## config.mk

```make
export PLATFORM = sky130hd
export DESIGN_NAME = npc_unit
export DESIGN_NICKNAME = d
export VERILOG_FILES = /design/src/rtl/npc_pkg.sv /design/src/rtl/npc_cond_eval.sv /design/src/rtl/npc_target.sv /design/src/rtl/npc_unit.sv
export SDC_FILE = /design/constraint.sdc
export NUM_CORES = 1
export LEC_CHECK = 0
export ABC_AREA = 1
export BUFFER_PORTS_ARGS = -buffer_cell sky130_fd_sc_hd__buf_2
export CELL_PAD_IN_SITES_DETAIL_PLACEMENT = 0
export CELL_PAD_IN_SITES_GLOBAL_PLACEMENT = 1
export CORE_ASPECT_RATIO = 1.5
export CORE_MARGIN = 4
export CORE_UTILIZATION = 30
export DETAILED_ROUTE_END_ITERATION = 10
export MAX_ROUTING_LAYER = met4
export PLACE_DENSITY_LB_ADDON = 0.1
export SKIP_LAST_GASP = 1
export SYNTH_ARGS = -nofsm -noshare
export SYNTH_HDL_FRONTEND = slang
export SYNTH_SLANG_ARGS = --single-unit
export TNS_END_PERCENT = 30
```

## constraint.sdc

```tcl
create_clock -name clk_i -period 1 [get_ports clk_i]
set_clock_uncertainty 0.1 [all_clocks]
set_input_delay 0.15 -clock clk_i [delete_from_list [all_inputs] [get_ports clk_i]]
set_output_delay 0.15 -clock clk_i [all_outputs]
set_load 0.01 [all_outputs]
```

## src/rtl/npc_pkg.sv

```systemverilog
package npc_pkg;
  typedef enum logic [3:0] {
    BR_LONG    = 4'd0,
    BR_IND     = 4'd1,
    BR_ABIT    = 4'd2,
    BR_CY      = 4'd3,
    BR_NCY     = 4'd4,
    BR_FLAG0   = 4'd5,
    BR_FLAG1   = 4'd6,
    BR_INFREE  = 4'd7,
    BR_OUTFULL = 4'd8,
    BR_DECNZ   = 4'd9
  } br_op_e;
endpackage

```

## src/rtl/npc_cond_eval.sv

```systemverilog
module npc_cond_eval import npc_pkg::*; #(
  parameter int DATA_W = 8,
  localparam int SEL_W = $clog2(DATA_W)
) (
  input  br_op_e            op_i,
  input  logic [DATA_W-1:0] acc_i,
  input  logic [SEL_W-1:0]  sel_i,
  input  logic [DATA_W-1:0] reg_dec_i,
  input  logic              c_i,
  input  logic              f0_i,
  input  logic              f1_i,
  input  logic              ibf_i,
  input  logic              obf_i,
  output logic              taken_o
);
  logic acc_bit;
  assign acc_bit = acc_i[sel_i];

  always_comb begin
    unique case (op_i)
      BR_ABIT:    taken_o = acc_bit;
      BR_CY:      taken_o = c_i;
      BR_NCY:     taken_o = ~c_i;
      BR_FLAG0:   taken_o = f0_i;
      BR_FLAG1:   taken_o = f1_i;
      BR_INFREE:  taken_o = ~ibf_i;
      BR_OUTFULL: taken_o = obf_i;
      BR_DECNZ:   taken_o = |reg_dec_i;
      default:    taken_o = 1'b0;
    endcase
  end
endmodule

```

## src/rtl/npc_target.sv

```systemverilog
module npc_target import npc_pkg::*; #(
  parameter int DATA_W = 8,
  localparam int SEL_W  = $clog2(DATA_W),
  localparam int ADDR_W = DATA_W + SEL_W
) (
  input  br_op_e            op_i,
  input  logic [ADDR_W-1:0] pc_i,
  input  logic [SEL_W-1:0]  sel_i,
  input  logic [DATA_W-1:0] addr_i,
  input  logic [DATA_W-1:0] mem_data_i,
  input  logic              taken_i,
  output logic [ADDR_W-1:0] next_pc_o
);
  logic [SEL_W-1:0]  page;
  logic [DATA_W-1:0] low_step;

  assign page = pc_i[ADDR_W-1:DATA_W];
  // fall-through wraps inside the page
  assign low_step = pc_i[DATA_W-1:0] + DATA_W'(2);

  always_comb begin
    unique case (op_i)
      BR_LONG: next_pc_o = {sel_i, addr_i};
      BR_IND:  next_pc_o = {page, mem_data_i};
      default: next_pc_o = taken_i ? {page, addr_i} : {page, low_step};
    endcase
  end
endmodule

```

## src/rtl/npc_unit.sv

```systemverilog
module npc_unit import npc_pkg::*; #(
  parameter int DATA_W = 8,
  localparam int SEL_W  = $clog2(DATA_W),
  localparam int ADDR_W = DATA_W + SEL_W
) (
  input  logic              clk_i,
  input  logic              rst_ni,
  input  logic              valid_i,
  input  logic [3:0]        op_i,
  input  logic [ADDR_W-1:0] pc_i,
  input  logic [SEL_W-1:0]  sel_i,
  input  logic [DATA_W-1:0] addr_i,
  input  logic [DATA_W-1:0] acc_i,
  input  logic [DATA_W-1:0] reg_i,
  input  logic              c_i,
  input  logic              f0_i,
  input  logic              f1_i,
  input  logic              ibf_i,
  input  logic              obf_i,
  output logic [ADDR_W-1:0] mem_addr_o,
  input  logic [DATA_W-1:0] mem_data_i,
  output logic [ADDR_W-1:0] pc_o,
  output logic              reg_wr_o,
  output logic [DATA_W-1:0] reg_wdata_o
);
  br_op_e            op;
  logic [DATA_W-1:0] reg_dec;
  logic              taken;
  logic [ADDR_W-1:0] next_pc;

  assign op         = br_op_e'(op_i);
  assign reg_dec    = reg_i - DATA_W'(1);
  assign mem_addr_o = {pc_i[ADDR_W-1:DATA_W], acc_i};

  npc_cond_eval #(.DATA_W(DATA_W)) u_cond (
    .op_i      (op),
    .acc_i     (acc_i),
    .sel_i     (sel_i),
    .reg_dec_i (reg_dec),
    .c_i       (c_i),
    .f0_i      (f0_i),
    .f1_i      (f1_i),
    .ibf_i     (ibf_i),
    .obf_i     (obf_i),
    .taken_o   (taken)
  );

  npc_target #(.DATA_W(DATA_W)) u_tgt (
    .op_i       (op),
    .pc_i       (pc_i),
    .sel_i      (sel_i),
    .addr_i     (addr_i),
    .mem_data_i (mem_data_i),
    .taken_i    (taken),
    .next_pc_o  (next_pc)
  );

  always_ff @(posedge clk_i or negedge rst_ni) begin
    if (!rst_ni) begin
      pc_o        <= '0;
      reg_wr_o    <= 1'b0;
      reg_wdata_o <= '0;
    end else begin
      reg_wr_o <= valid_i && (op == BR_DECNZ);
      if (valid_i) begin
        pc_o <= next_pc;
        if (op == BR_DECNZ) reg_wdata_o <= reg_dec;
      end
    end
  end
endmodule

```

==> run summary, run 1 <==
# fillers - 567
Sequential Power Share - 37.8%
cell internal pwr - 0.00180 W
via count - 1,939
fraction of layout cells with a size suffix above 1 - 51.6%
Final Hold Fails - 0
GPL Wtd Cong - 0.825
Slew @ Worst Pin - 0.449 ns
post-route insts no fill - 419
worst-path cell chain - buf_12 > inv_12 > ha_4 > inv_2 > nor2_4 > nand3_2 > nand2_1 > nand2_2 > nor2_2 > nand3_2 > nand2_4 > nand2_4 > nand2_1 > nand3_1 > a21oi_2
combinational power share - 39.8%
Slew HR - 70.1%
Initial DRT Pass Iterations - 4
Total GRT Usage - 15.1%
ant diodes - 0
fmax - 684 MHz
CP max stage cell - a21oi_2
WP buf/inv - 3
Initial Utilization - 31.3%
area of the multi-input gates - 1060 sq um
crit-path max cell delay - 0.14 ns
clock latency on the worst-skew pair - 0.25 ns
DRT iter0 DRCs - 29
critical path class - input pin to flip-flop
min setup slack post-route - -0.462 ns
Place WS - -0.835 ns
Clock transition at path regs - 0.07 ns
synthesis-stage register bit count - 20
die area - 6750 sq um
CP delay by family, top - simple AND/OR/NAND/NOR gates
register area share after synthesis - 30.4%
area of the mapped netlist - 1640 sq um
WL final - 5040 microns
setup repair after global routing missed its margin - yes
port bufs - 88
CTS tree - yes
Vias/cell - 4.63
first-pass GRT wire length - 7870 microns
synthesis-to-layout area growth - 62.0%
CP max FO - 8
leak pwr - 1.39 nW
ranking of synthesized cells by area - dfrtp_1, nand3_1, nand2_1
cell taking the most area after synthesis - dfrtp_1
Post-Synthesis Mean Instance Area - 7.12 sq um
Critical Path RT - 1.08 ns
status - complete, but fails checks
Hold Slack - 0.0895 ns
Final Max Slew Viols - 0
pwr dens - 1010 nW/um^2
synthesized net count - 292
Crit. End Element - flip-flop
root buf cell - clkbuf_8
Routed Antenna Nets - 0
failing checks - negative setup slack
die height - 98.7 microns
vias in the first global route - 1,913
DRC - 0
Max-cap violations - 0
# nets final - 413
Worst EP arrival - 1.54 ns
Die Wd - 68.4 microns
Seq. cell area - 500 sq um
clock share of power - 22.4%
switch share - 32.7%
Final setup viols - 28
Peak VDD IR - 0.481 mV
class of the worst hold path - input pin to flip-flop
H-tree Lvls - 1
core area - 5250 sq um
clock buffer depth - 2
top cell type's share of synthesized area - 30.4%
fin crit share - 146%
largest net degree at the start of global routing - 21
hpwl dp - 4280 microns
I/O Pins - 89
FP Rows - 32
Psw - 0.000878 W
CP Launch Type - input pin
Synth cell types - 30
YS warnings - 0
clock buffer count from CTS - 3
Design Power - 0.00268 W
Final min period - 1.46 ns
initial antenna violation count - 0
Syn Inst Count - 231
GRT Residual Overflow - 0
CTS Sinks - 20
Avg WL per Cell - 12.0 microns
dpl cells - 411
[path summary, 6_finish.rpt]
path                            slack (ns)              to  cells after the start     start
worst max-delay path                 -0.46         pc_o[6]                     15  reg_i[1]
worst min register to register        0.38         pc_o[8]                      1   pc_o[8]
worst min-delay path                  0.09        pc_o[10]                      3  pc_i[10]
max in group asynchronous             0.22         pc_o[0]                      2    rst_ni
min in group asynchronous             0.27  reg_wdata_o[4]                      2    rst_ni
worst max register to register        0.22         pc_o[6]                      2   pc_o[6]
[cells in the mapped netlist (all sizes together)]
cell type / n
nand3: 36
inv: 27
nor2: 32
ha: 3
nand2: 54
o21ai: 10
o21a: 4
nand4: 3
xor2: 2
dfrtp: 20
nand3b: 2
buf: 12
a31oi: 2
clkbuf: 2
a311oi: 6
a21oi: 11
nor4: 1
nor3: 1
xnor2: 3
[placed cells by master, fill, tap and decap left out]
master	netlist	final
nand2_2	3	6
inv_12	0	1
inv_1	21	19
nor2_1	24	21
nor4_1	1	1
xor2_1	2	2
nand3_1	36	28
nor2_8	1	1
dfrtp_1	20	20
nand3_2	0	8
xnor2_1	3	3
o21ai_1	7	7
ha_4	0	1
dlygate4sd3_1	0	1
o21ai_0	2	1
inv_2	5	3
nand2_4	4	6
nand2_1	47	43
o21ai_4	1	1
buf_2	1	84
inv_6	0	1
nand3b_1	2	2
nor3_1	1	1
inv_4	1	2
buf_6	0	7
buf_12	0	3
clkbuf_8	0	4
inv_16	0	1
nor2_2	5	4
ha_1	3	2
o21a_1	4	4
a21oi_1	5	4
o21ai_2	0	1
nor2_4	2	6
nand4_1	3	3
buf_4	11	34
a31oi_1	2	2
a311oi_1	6	6
a21oi_2	6	7
[metrics by stage]
step	cell area, sq um	TNS [ns]	util, %
6_report	2660	-4.15	50.8
5_1_grt	2660	-6.02	50.8
4_1_cts	2570	-4.23	49.1
3_5_place_dp	2420	-10.39	46.1
3_3_place_gp	2420	-10.18	46.1
2_1_floorplan	1690	-4.87	-
[registers in the layout, indices dropped and copies added (netlist names)]
register	count
reg_wr_o	1
reg_wdata_o	8
pc_o	11
[power groups by stage]
| stage | registers, W | clock network, W | logic, W |
|---|---|---|---|
| finish | 0.00101 | 0.000601 | 0.00107 |
| global route | 0.00103 | 0.000659 | 0.00119 |
| CTS | 0.00102 | 0.000624 | 0.00104 |
| detailed placement | 0.00103 | 0 | 0.00100 |
| global placement | 0.00102 | 0 | 0.00100 |
| floorplan | 0.00109 | 0 | 0.000449 |
[metal layers]
metal	track usage [%]	up-vias	wire, microns
met2	27.4	65	2850
met4	5.51	0	82
met5	-	-	0
met3	0.684	6	264
li1	-	1001	-
met1	16.8	867	1840
[cell type report]
type                       instances  area share (%)
sequential                        20            18.8
tap                               68            3.19
multi-input combinational        171            39.7
timing repair buffer             129            31.0
inverter                          27            5.26
clock buffer                       4            2.07
[worst min-delay path, stage by stage]
cell and delay (ns):
buf_2 0.09, a21oi_1 0.06, a21oi_1 0.11
[what timing repair did]
item	CTS	global route
setup buffers	2	0
hold buffers	1	0
resized for setup	20	23
pin swaps	10	10
gates cloned	1	0
setup endpoints to repair	38	38
hold endpoints to repair	20	0
[kinds of logic after synthesis]
family / Yosys count / share of synthesized area (%)
adders and majority gates: 3 / 2.28
AOI/OAI and AO/OA: 33 / 14.2
buffers and inverters: 41 / 12.1
and+or+nand+nor: 129 / 38.3
DFF: 20 / 30.4
xor gates and xnor gates: 5 / 2.66
Power figures use the tool's default switching activity.
==> run 2, diff against run 1 <==
--- a/config.mk
+++ b/config.mk
@@ -13,6 +13,7 @@
 export CORE_MARGIN = 4
 export CORE_UTILIZATION = 30
 export DETAILED_ROUTE_END_ITERATION = 10
+export HOLD_SLACK_MARGIN = 0.02
 export MAX_ROUTING_LAYER = met4
 export PLACE_DENSITY_LB_ADDON = 0.1
 export SKIP_LAST_GASP = 1
==> constraint.sdc (replaced) <==
create_clock -name clk_i -period 1.4 [get_ports clk_i]
set_clock_uncertainty 0.1 [all_clocks]
set_input_delay 0.28 -clock clk_i [delete_from_list [all_inputs] [get_ports clk_i]]
set_output_delay 0.28 -clock clk_i [all_outputs]
set_load 0.01 [all_outputs]
==> run summary, run 2 (synthesis results as in run 1) <==
WP buf/inv - 4 (+1)
Design Power - 0.00190 W (-29%)
fin crit share - 117%
most common cell after layout, fill and taps aside - buf_2
# nets final - 410 (-0.73%)
failing checks - negative setup slack
Die Wd - 68.4 microns (unchanged)
Slew @ Worst Pin - 0.437 ns (-0.0117 ns)
fraction of layout cells with a size suffix above 1 - 50.3% (-1.3 points)
root buf cell - clkbuf_8
Clock transition at path regs - 0.07 ns (about the same)
DRC - 0 (unchanged)
Seq. cell area - 500 sq um (unchanged)
fmax - 611 MHz
Total GRT Usage - 15.0% (-0.12 points)
Final Hold Fails - 0 (unchanged)
clock latency on the worst-skew pair - 0.25 ns (about the same)
class of the worst hold path - input pin to flip-flop
ant diodes - 0 (unchanged)
CTS Sinks - 20 (unchanged)
via count - 1,881 (-3.0%)
Slew HR - 70.9% (+0.78 points)
Worst Hold Depth - 3 (unchanged)
Initial Utilization - 31.3% (unchanged)
biggest registers after layout - pc_o x11, reg_wdata_o x8, reg_wr_o x1
# fillers - 590 (+4.1%)
WL final - 4910 microns (-2.6%)
largest register by flop count - pc_o
Hold Slack - 0.233 ns (+0.143 ns)
GRT Residual Overflow - 0 (unchanged)
H-tree Lvls - 1 (unchanged)
clock buffer count from CTS - 3 (unchanged)
vias in the first global route - 1,879 (-1.8%)
Critical Path RT - 1.44 ns (+0.36 ns)
I/O Pins - 89 (unchanged)
Initial DRT Pass Iterations - 4 (unchanged)
hpwl dp - 4290 microns (+0.29%)
DRT met1 WL - 1790 microns (-2.7%)
setup repair after global routing missed its margin - yes
GPL Wtd Cong - 0.757 (-8.3%)
port bufs - 88 (unchanged)
largest net degree at the start of global routing - 21 (unchanged)
critical path class - input pin to flip-flop
FP Rows - 32 (unchanged)
die height - 98.7 microns (unchanged)
CP delay by family, top - simple AND/OR/NAND/NOR gates
Final Cell Area - 2590 sq um (-2.6%)
CP Launch Type - input pin
CTS tree - yes
placed instance area - 2350 sq um (-2.8%)
met3 wire len - 197 microns (-25%)
DRT iter0 DRCs - 48 (+66%)
Worst EP arrival - 1.68 ns (+0.14 ns)
Routed Antenna Nets - 0 (unchanged)
CP max FO - 4 (-4)
clock buffer depth - 2 (unchanged)
commonest cells after routing, fill and taps aside - buf_2, nand2_1, buf_4, nand3_1, nor2_1
synthesis-to-layout area growth - 57.8%
Vias/cell - 4.52 (-2.3%)
Final setup viols - 9 (-68%)
initial antenna violation count - 0 (unchanged)
status - complete, but fails checks
core area - 5250 sq um (unchanged)
first-pass GRT wire length - 7770 microns (-1.3%)
Peak VDD IR - 0.259 mV (-46%)
die area - 6750 sq um (unchanged)
worst reg2reg path depth - 1 (-1)
leak pwr - 1.36 nW (-2.1%)
area of the multi-input gates - 1050 sq um (-1.2%)
met2 wire len - 2830 microns (-0.84%)
Final min period - 1.64 ns
CP most frequent cell - nand3_2
Avg WL per Cell - 11.8 microns (-1.9%)
CP max stage cell - nor2_4
pwr dens - 732 nW/um^2 (-27%)
WP depth - 15 (unchanged)
Final Max Slew Viols - 0 (unchanged)
Crit. End Element - flip-flop
total negative slack - -1.98 ns (+2.17 ns)
max reg flops - 11 (unchanged)
worst-path cell chain - buf_12 > inv_12 > ha_4 > inv_2 > nor2_4 > nand3_2 > nand2_1 > nand2_1 > nor2_1 > nand3_2 > nand2_4 > buf_6 > nand3_1 > nand3_2 > a21oi_2
min setup slack post-route - -0.237 ns (+0.225 ns)
top layer used by detailed routing - met4
Max-cap violations - 0 (unchanged)
crit-path max cell delay - 0.15 ns (about the same)
-- run 2: cell count changes in the layout (fill, tap and decap cells not counted), sizes merged --
cell	before	now
buf	128	125
-- run 2: area by class of cell --
type,instances,area share (%)
clock buffers,4,2.12
inverters,27,5.11
multi-input cells,171,40.3
flip-flops and latches,20,19.3
well taps,68,3.28
repair buffers,126,29.9
-- run 2: timing repair --
action	in CTS	in global routing
cloned	1	0
hold buffers	1	0
gates resized for setup	13	13
setup buffers	5	3
endpoints found under the hold margin	20	0
pin swaps	11	10
endpoints found under the setup margin	8	15
-- run 2: final timing paths --
path | start | end | slack (ns)
setup / recovery | reg_i[1] | pc_o[7] | -0.24
hold / removal | pc_i[10] | pc_o[10] | 0.23
setup reg to reg | reg_wdata_o[3] | reg_wdata_o[3] | 0.62
hold reg to reg | reg_wdata_o[5] | reg_wdata_o[5] | 0.37
max in group asynchronous | rst_ni | pc_o[9] | 0.50
min in group asynchronous | rst_ni | pc_o[4] | 0.40
-- run 2: report_power, final --
group          internal [W]  switching, W
Clock              0.000250      0.000178
Combinational      0.000358      0.000389
Sequential         0.000671     0.0000514
-- run 2: metrics by stage --
step / setup WS (ns) / util, % / instances
global placement: -0.554 / 44.8 / 402
CTS: -0.171 / 47.8 / 413
finish: -0.237 / 49.5 / 416
global route: -0.359 / 49.5 / 416
detailed placement: -0.581 / 44.8 / 402
floorplan: -0.219 / - / 231
-- run 2: routing by layer --
metal,GRT usage (%),vias up
li1,-,990
met1,15.2,834
met2,28.9,50
met3,0.456,7
met4,5.21,0
met5,-,-
==> run 3, diff against run 2 <==
--- a/config.mk
+++ b/config.mk
@@ -5,13 +5,12 @@
 export SDC_FILE = /design/constraint.sdc
 export NUM_CORES = 1
 export LEC_CHECK = 0
-export ABC_AREA = 1
 export BUFFER_PORTS_ARGS = -buffer_cell sky130_fd_sc_hd__buf_2
 export CELL_PAD_IN_SITES_DETAIL_PLACEMENT = 0
 export CELL_PAD_IN_SITES_GLOBAL_PLACEMENT = 1
 export CORE_ASPECT_RATIO = 1.5
 export CORE_MARGIN = 4
-export CORE_UTILIZATION = 30
+export CORE_UTILIZATION = 31
 export DETAILED_ROUTE_END_ITERATION = 10
 export HOLD_SLACK_MARGIN = 0.02
 export MAX_ROUTING_LAYER = met4
==> run summary, run 3 <==
status - complete, but fails checks
failing checks - negative setup slack
CP delay by family, top - simple AND/OR/NAND/NOR gates
top cell type's share of synthesized area - 32.1% (+1.7 points)
FFs w/ async S/R, synth - 100% (unchanged)
FP Rows - 31 (-3.1%)
most common cell after layout, fill and taps aside - buf_2
worst reg2reg path depth - 2 (+1)
biggest registers after layout - pc_o x11, reg_wdata_o x8, reg_wr_o x1
DRT iter0 DRCs - 32 (-33%)
critical path class - input pin to flip-flop
Slew @ Worst Pin - 0.481 ns (+0.0442 ns)
min setup slack post-route - -0.340 ns (-0.103 ns)
Post-Synthesis Mean Instance Area - 8.86 sq um (+24%)
leak pwr - 1.16 nW (-14%)
setup repair after global routing missed its margin - yes
YS warnings - 0 (unchanged)
ant diodes - 0 (unchanged)
die area - 6250 sq um (-7.4%)
CP Launch Type - input pin
Die Wd - 65.9 microns (-3.7%)
# nets final - 347 (-15%)
Synth cell types - 42 (+40%)
Worst Min Path Start - addr_i[4]
Synth top cells by count - dfrtp_1, o21ai_0, mux2i_1, nand2_1, nand3_1
largest net degree at the start of global routing - 21 (unchanged)
Final Hold Fails - 0 (unchanged)
Reg-to-Reg Start - pc_o[1]
core area - 4850 sq um (-7.6%)
CP startpoint - reg_i[1]
Post-synth EDFFs - 0 (unchanged)
Initial Utilization - 32.2% (+0.81 points)
CTS tree - yes
worst-path cell chain - buf_12 > inv_12 > ha_4 > buf_6 > nor2_4 > nand3_2 > a2111oi_4 > o211ai_4 > or3_1 > nand3_1
H-tree Lvls - 1 (unchanged)
Clock transition at path regs - 0.08 ns (about the same)
ranking of synthesized cells by area - dfrtp_1, mux2i_1, o21ai_0
commonest cells after routing, fill and taps aside - buf_2, buf_4, dfrtp_1, o21ai_0
fmax - 575 MHz (-5.9%)
fraction of layout cells with a size suffix above 1 - 49.8% (-0.46 points)
Crit. End Element - flip-flop
Final setup viols - 11 (+2)
WL final - 4550 microns (-7.2%)
Peak VDD IR - 0.422 mV (+63%)
Avg WL per Cell - 13.0 microns (+9.9%)
initial antenna violation count - 0 (unchanged)
Final Cell Area - 2370 sq um (-8.7%)
WP buf/inv - 3 (-1)
cell taking the most area after synthesis - dfrtp_1
Max-cap violations - 0 (unchanged)
GPL Wtd Cong - 0.740 (-2.2%)
CTS Sinks - 20 (unchanged)
pwr dens - 767 nW/um^2 (+4.8%)
via count - 1,597 (-15%)
placed instance area - 2210 sq um (-6.0%)
GRT Residual Overflow - 0 (unchanged)
Slew HR - 67.9% (-2.9 points)
Final min period - 1.74 ns (+0.103 ns)
Design Power - 0.00182 W (-4.3%)
synthesis-stage register bit count - 20 (unchanged)
Hold Slack - 0.165 ns (-0.0684 ns)
hpwl dp - 3780 microns (-12%)
largest register by flop count - pc_o
CP max FO - 7 (+3)
Place WS - -0.785 ns (-0.204 ns)
clock buffer depth - 2 (unchanged)
I/O Pins - 89 (unchanged)
port bufs - 88 (unchanged)
Worst EP arrival - 1.84 ns (+0.16 ns)
total negative slack - -2.50 ns (-0.525 ns)
die height - 94.9 microns (-3.9%)
Worst Hold Depth - 3 (unchanged)
synthesis-to-layout area growth - 51.8%
vias in the first global route - 1,592 (-15%)
CP max stage cell - a2111oi_4
max reg flops - 11 (unchanged)
register area share after synthesis - 32.1% (+1.7 points)
WP depth - 10 (-5)
Vias/cell - 4.55 (+0.62%)
Syn Inst Count - 176 (-24%)
crit-path max cell delay - 0.42 ns (+0.27 ns)
synthesized net count - 237 (-19%)
clock buffer count from CTS - 3 (unchanged)
first-pass GRT wire length - 7180 microns (-7.6%)
clock latency on the worst-skew pair - 0.26 ns (about the same)
class of the worst hold path - input pin to flip-flop
fin crit share - 124% (+7.3 points)
Total GRT Usage - 15.4% (+0.37 points)
Initial DRT Pass Iterations - 3 (-1)
Final Max Slew Viols - 0 (unchanged)
area of the mapped netlist - 1560 sq um (-5.2%)
root buf cell - clkbuf_8
Critical Path RT - 1.50 ns (+0.06 ns)
DRC - 0 (unchanged)
dominant synthesized flop cell - dfrtp_1
Routed Antenna Nets - 0 (unchanged)
## run 3: cell count changes in the layout (fill, tap and decap cells not counted), sizes merged, moves of 5 or more
| cell | delta |
|---|---|
| o21ai | +11 |
| xnor2 | +5 |
| nand3 | -21 |
| nand2 | -40 |
| inv | -20 |
| o211ai | +6 |
| mux2i | +15 |
| nor2 | -23 |
| a311oi | -6 |
| a21oi | -8 |
## run 3: final cells by class
type / count / area, sq um
Tap cell: 66 / 82.6
Timing Repair Buffer: 126 / 757
Fill cell: 505 / 2480
Sequential cell: 20 / 500
Inverter: 7 / 41.3
Multi-Input combinational cell: 128 / 931
Clock buffer: 4 / 55.1
## run 3: metal layers
metal	GRT usage, %	share of wire [%]	vias to the layer above
li1	-	-	838
met1	15.5	36	712
met2	28.8	57	41
met3	3.10	5.7	6
met4	5.19	1.5	0
met5	-	0	-
## run 3: kinds of logic after synthesis
logic type / count (synthesis) / share of synthesized area [%]
AND/OR/NAND/NOR: 58 / 18.9
AO/OA/AOI/OAI: 40 / 17.8
buffers and inverters: 28 / 11.5
flip-flops: 20 / 32.1
multiplexers: 16 / 11.1
XOR/XNOR: 11 / 6.18
adder cells (fa/ha/maj): 3 / 2.41
## run 3: worst reg2reg max path, stage by stage (launching register included)
cell	delay (ns)
dfrtp_1	0.37
o21ai_0	0.19
o311ai_2	0.13
## run 3: worst paths after layout
check                                 endpoint  slack, ns
worst max-delay path                   pc_o[4]      -0.34
worst min-delay path                   pc_o[4]       0.16
worst max register to register         pc_o[1]       0.48
worst min register to register  reg_wdata_o[1]       0.37
max in group asynchronous       reg_wdata_o[0]       0.47
min in group asynchronous              pc_o[4]       0.40
## run 3: power by group
group,total [W],switching (W),internal (W)
Clock,0.000454,0.000203,0.000251
Sequential,0.000713,0.0000441,0.000668
Combinational,0.000650,0.000322,0.000328
## run 3: per-stage QoR
stage,std cells,util (%)
6_report,351,48.8
5_1_grt,351,48.8
4_1_cts,351,48.3
3_5_place_dp,342,45.6
3_3_place_gp,342,45.6
2_1_floorplan,176,-
## run 3: repair_timing
action                     CTS  global route
hold buffers                 1             0
gates resized for setup      7             6
buffers inserted             4             0
setup endpoints to repair   13            14
hold endpoints to repair    20             0
pin swaps                    7             6
